## src/rtl/sram_async_ctrl.sv

```systemverilog
`timescale 1ns/1ps
module sram_async_ctrl #(
  parameter int ADDR_W        = 19,
  parameter int DATA_W        = 8,
  parameter int CLK_PERIOD_NS = 20,
  parameter int T_RC_NS       = 10,
  parameter int T_AA_NS       = 10,
  parameter int T_WC_NS       = 10,
  parameter int T_WP_NS       = 7,
  parameter int T_DW_NS       = 5,
  parameter int T_AW_NS       = 7,
  parameter int T_HZ_NS       = 5
) (
  input  logic              clk,
  input  logic              rst_n,
  input  logic              req_valid,
  input  logic              req_write,
  input  logic [ADDR_W-1:0] req_addr,
  input  logic [DATA_W-1:0] req_wdata,
  output logic              req_idle,
  output logic              done,
  output logic [DATA_W-1:0] rdata,
  output logic [ADDR_W-1:0] mem_addr,
  output logic              mem_cs_n,
  output logic              mem_we_n,
  output logic              mem_oe_n,
  output logic [DATA_W-1:0] mem_dout,
  output logic              mem_dout_en,
  input  logic [DATA_W-1:0] mem_din
);

  function automatic int cyc(input int ns);
    int c;
    c = (ns + CLK_PERIOD_NS - 1) / CLK_PERIOD_NS;
    return (c < 1) ? 1 : c;
  endfunction

  function automatic int max2(input int a, input int b);
    return (a > b) ? a : b;
  endfunction

  localparam int RD_CYC   = cyc(max2(T_RC_NS, T_AA_NS));
  localparam int WP_CYC   = max2(cyc(max2(T_WP_NS, max2(T_DW_NS, T_AW_NS))), cyc(T_WC_NS) - 1);
  localparam int TURN_CYC = cyc(T_HZ_NS);
  localparam int MAX_CYC  = max2(RD_CYC, max2(WP_CYC, TURN_CYC));
  localparam int CW       = (MAX_CYC < 2) ? 1 : $clog2(MAX_CYC);

  typedef enum logic [2:0] {S_IDLE, S_WSET, S_WPUL, S_RACC, S_TURN} st_t;

  st_t           st, st_d;
  logic [CW-1:0] cnt, cnt_d;
  logic          last, accept;

  assign last     = (cnt == '0);
  assign req_idle = (st == S_IDLE);
  assign accept   = req_idle && req_valid;

  always_comb begin
    st_d  = st;
    cnt_d = last ? cnt : cnt - 1'b1;
    case (st)
      S_IDLE: if (req_valid) begin
        st_d  = req_write ? S_WSET : S_RACC;
        cnt_d = req_write ? '0 : CW'(RD_CYC - 1);
      end
      S_WSET: begin
        st_d  = S_WPUL;
        cnt_d = CW'(WP_CYC - 1);
      end
      S_WPUL: if (last) st_d = S_IDLE;
      S_RACC: if (last) begin
        st_d  = S_TURN;
        cnt_d = CW'(TURN_CYC - 1);
      end
      S_TURN: if (last) st_d = S_IDLE;
      default: st_d = S_IDLE;
    endcase
  end

  always_ff @(posedge clk or negedge rst_n) begin
    if (!rst_n) begin
      st          <= S_IDLE;
      cnt         <= '0;
      mem_cs_n    <= 1'b1;
      mem_we_n    <= 1'b1;
      mem_oe_n    <= 1'b1;
      mem_dout_en <= 1'b0;
      done        <= 1'b0;
      mem_addr    <= '0;
      mem_dout    <= '0;
      rdata       <= '0;
    end else begin
      st          <= st_d;
      cnt         <= cnt_d;
      mem_cs_n    <= !(st_d inside {S_WSET, S_WPUL, S_RACC});
      mem_we_n    <= (st_d != S_WPUL);
      mem_oe_n    <= (st_d != S_RACC);
      mem_dout_en <= (st_d inside {S_WSET, S_WPUL});
      done        <= last && (st == S_WPUL || st == S_RACC);
      if (accept) begin
        mem_addr <= req_addr;
        if (req_write) mem_dout <= req_wdata;
      end
      if (st == S_RACC && last) rdata <= mem_din;
    end
  end

endmodule

```

## config.mk

```make
export PLATFORM = sky130hd
export DESIGN_NAME = sram_async_ctrl
export DESIGN_NICKNAME = d
export VERILOG_FILES = /design/src/rtl/sram_async_ctrl.sv
export SDC_FILE = /design/constraint.sdc
export NUM_CORES = 1
export LEC_CHECK = 0
export BUFFER_PORTS_ARGS = -buffer_cell sky130_fd_sc_hd__buf_4
export CAP_MARGIN = 20
export CORE_MARGIN = 3
export CORE_UTILIZATION = 44
export CTS_CLUSTER_SIZE = 25
export DETAILED_ROUTE_END_ITERATION = 16
export PLACE_DENSITY = 0.78
export SETUP_SLACK_MARGIN = 0.4
export SYNTH_ARGS = -nofsm -noshare
export SYNTH_HDL_FRONTEND = slang
export SYNTH_SLANG_ARGS = --single-unit
```

## constraint.sdc

```tcl
create_clock -name clk -period 1.8 [get_ports clk]
set_input_delay 0.54 -clock clk [delete_from_list [all_inputs] [get_ports clk]]
set_output_delay 0.54 -clock clk [all_outputs]
set_load 0.01 [all_outputs]
```

[Word-level counts from Yosys, hierarchy flattened]
Cells that the tools add are included.
W data, S select, Z words.
Storage, ports and cells
  logic and storage cells: 40
  bits of input ports: 39
  bits in registers: 44
  output and inout port bits: 41
Cells by class
  reduce and logical (&&, ||, !) cells: 10
  equality and inequality tests: 9
  $add $sub $neg: 1
  multiplexer cells: 9
  bitwise gates (word level): 1
Operators by type and width (count)
  $eq A3 B2 Y1 const B: 4
  $pmux W3 S4: 1
  $mux W3: 3
  $eq A3 B1 Y1 const B: 2
  $ne A3 B2 Y1 const B: 2
  $eq A3 B3 Y1 const B: 1
  $logic_and A1 B1 Y1: 3
  $logic_not A3 Y1: 1
  $mux W1: 3
  $pmux W1 S3: 1
  $reduce_bool A3 Y1: 1
  $mux W2: 1
  $reduce_and A2 Y1: 1
  $reduce_bool A2 Y1: 1
  $reduce_or A2 Y1: 1
  $logic_not A1 Y1: 1
  $logic_or A1 B1 Y1: 1
  $not A1 Y1: 1
  $sub A1 B1 Y1 const B: 1

[Logic depth before layout (Yosys ltp)]
  depth in word-level cells: 6
  depth in mapped cells: 3
  gate-level depth less buffers: 3

[Least setup slack after synthesis]
No wires, ideal clock.
  path type: input port to flip-flop
  from: input req_valid
  to: register mem_addr[18]
  data arrival time: 1371 ps
  stages on the path: 3
  slack: 304 ps
  required time: 1675 ps
  path buffers: 1
  path through: nor4b_4 buf_4 mux2_2
Between the ends
  word-level cells in the longest chain between the ends: 1
RTL lines
  from (decl): RTL line 16  | input logic req_valid,
  $logic_and A1 B1 Y1: RTL line 56  | assign accept = req_idle && req_valid;
  to (signal assigned): RTL line 101  | mem_addr <= req_addr;
  to (decl): RTL line 23  | output logic [ADDR_W-1:0] mem_addr,
Every way passes these cells.
A chain may end at the register's enable or synchronous reset.

[Final worst setup path]
  from: register st[0]
  to: output req_idle
Between the ends
  word-level cells in the longest chain between the ends: 1
RTL lines
  from (decl): RTL line 50  | st_t st, st_d;
  from (signal assigned): RTL line 93  | st <= st_d;
  $logic_not A3 Y1: RTL line 55  | assign req_idle = (st == S_IDLE);
  to (decl): RTL line 20  | output logic req_idle,
Every way passes these cells.

==> impl_metrics.py <==
metrics = {
    "status": {
        "status": "completed",
    },
    "critical_path": {
        "crit_required_ps": 1260,
        "critPathArrivalTime_ps": 1160,
        "startpoint_type": "flip-flop",
        "path_class": "reg -> out",
        "ff2ff_setup_slack_ps": 160,
        "crit_fanout": 4,
        "endpoint_kind": "primary output",
    },
    "global_routing": {
        "grt_pass1_wl_mm": 6.53,
        "overflow": 0,
        "grt_max_degree": 44,
        "first_global_vias": 1323,
        "track_usage_pct": 20.6,
        "antenna_found_initial": 0,
    },
    "detailed_routing": {
        "dr_total_vias": 1240,
        "postRouteAntennaNets": 0,
        "routed_wl_mm": 4.71,
        "via_per_inst": 4.84,
        "first_pass_iters": 4,
        "drt_iter0_drc": 41,
        "wire_per_inst_microns": 18.4,
        "drc": 0,
    },
    "floorplan": {
        "core_area_sq_um": 3390,
        "io-pin-count": 80,
        "start_util_pct": 46.2,
        "row_count": 21,
        "die_w_microns": 65.7,
        "chipHeight_microns": 65.7,
        "die_area_sq_um": 4310,
    },
    "timing": {
        "finClkSkew_ps": 18.6,
        "setup_viol": 0,
        "timing.final.crit_share_pct": 94.4,
        "rsz0062_at_grt": "true",
        "fin_ws_ps": 101,
        "final_max_slew_viol_count": 0,
        "holdWs_ps": 138,
        "finalSetupTns_ps": 0,
        "finalHoldViolations": 0,
        "worst_pin_slew_ps": 529,
        "relSlewSlack_pct": 64.7,
        "min_period_ps": 1700,
        "max_freq_mhz": 589,
    },
    "layout": {
        "multi_input_area_sq_um": 587,
        "syn_to_final_growth_pct": 84.1,
        "diodes": 0,
        "n_fill_cell": 178,
        "final_cell_mix": "buf_4, buf_6, dfrtp_1",
        "drive_above_1_share_pct": 80.0,
        "nNetsFinal": 249,
        "seq_area_sq_um": 1080,
        "layout_commonest_cell": "buf_4",
    },
    "synthesis": {
        "synth_area_sq_um": 1570,
        "synth.top_cell.area_share_pct": 63.9,
        "ys_ff_latch": 43,
        "netlist_instances": 91,
        "synth_nets": 130,
        "synth.distinct_cells": 12,
        "synth_top_area_cell": "dfrtp_1",
        "synthTopCellsByArea": "dfrtp_1, mux2_2, dfstp_2",
        "synth_area_per_cell_sq_um": 17.2,
        "ys_seq_area_share_pct": 68.9,
        "ys_warn_count": 0,
    },
    "placed_design": {
        "hpwl_mm": 2.50,
        "portBuffers": 79,
        "dpl_worst_slack_ps": 154,
        "place.gp.congestion": 0.622,
    },
    "clock_tree": {
        "cts_max_path_buffers": 2,
        "insertion_delay_ps": 360,
        "cts_max_level": 2,
        "holdBufCountCts": 0,
        "path_clk_slew_ps": 130,
        "cts_sinks": 43,
        "numCtsBuffers": 5,
        "root_buffer": "clkbuf_4",
        "cts_tree": "yes",
    },
    "pwr": {
        "powerDensity_nw_per_um2": 1840,
        "vdd_ir_drop_max_mv": 0.977,
        "cellLeakagePower_nw": 1.43,
    },
    "job": {
        "maxCapViolCount": 0,
    },
    "min_path": {
        "hold_path_class": "in -> async",
    },
}
[per-stage QoR]
step | std cells | utilization [%] | power, mW | instance area [sq um]
2_1_floorplan | 91 | - | 2.55 | 1580
3_3_place_gp | 216 | 65.5 | 3.41 | 2220
3_5_place_dp | 216 | 65.5 | 3.49 | 2220
4_1_cts | 241 | 79.9 | 4.84 | 2710
5_1_grt | 256 | 85.1 | 5.57 | 2880
6_report | 256 | 85.1 | 5.32 | 2880
[kinds of logic (layout without fill, tap and decap cells)]
logic type / Yosys count / after routing / synth area share (%)
flip-flops: 43 / 43 / 68.9
multiplexers: 35 / 35 / 25.2
AND/OR/NAND/NOR: 10 / 11 / 4.71
buffers and inverters: 3 / 121 / 1.20
[cell usage after synthesis]
library cell,n
dfrtp_1,40
mux2_2,35
dfstp_2,3
nand2_1,3
buf_4,2
nor2b_1,2
inv_1,1
nand2_2,1
nand2b_1,1
nor3_1,1
nor4b_4,1
or3b_2,1
[sequential cells by signal, summed over array words and instances, names as in the netlist]
signal       count
mem_dout         8
mem_cs_n         1
st               3
rdata            8
mem_oe_n         1
done             1
mem_dout_en      1
mem_we_n         1
mem_addr        19
[critical path: stages (launching register included)]
cell	delay, ps
dfrtp_2	470
nor3_2	190
buf_4	150
[timing repair]
action	CTS	global route
gates resized for setup	63	16
gates cloned	3	0
pin swaps	3	2
endpoints found under the setup margin	68	81
setup buffers	15	15
[per-layer routing]
metal,vias up,wire length (microns),GRT usage (%)
li1,552,-,-
met1,624,1770,21.3
met2,59,2560,38.9
met3,5,316,7.18
met4,0,68,5.18
met5,-,0,0
[worst paths after layout]
| check | start | endpoint | cells past startpoint |
|---|---|---|---|
| max | st[0] | req_idle | 2 |
| min | rst_n | mem_addr[5] | 1 |
| max reg2reg | st[1] | mem_addr[12] | 6 |
| min reg2reg | mem_dout[3] | mem_dout[3] | 1 |
| max in group asynchronous | rst_n | st[0] | 1 |
| min in group clk | req_addr[13] | mem_addr[13] | 2 |
[power breakdown]
| part | total [mW] | leakage (nW) | switching (mW) | internal, mW |
|---|---|---|---|---|
| Combinational | 3.00 | 0.890 | 0.996 | 2.00 |
| Clock | 0.489 | 0.0341 | 0.308 | 0.181 |
| Sequential | 1.83 | 0.503 | 0.370 | 1.46 |
| Total | 5.32 | 1.43 | 1.67 | 3.64 |
[layout make-up]
| type | count | area share [%] |
|---|---|---|
| timing repair buffer | 113 | 38.0 |
| sequential | 43 | 37.5 |
| multi-input combinational | 46 | 20.3 |
| tap | 46 | 2.00 |
| clock buffer | 6 | 1.78 |
| clock inverter | 1 | 0.174 |
| inverter | 1 | 0.130 |
Power figures use the tool's default switching activity.
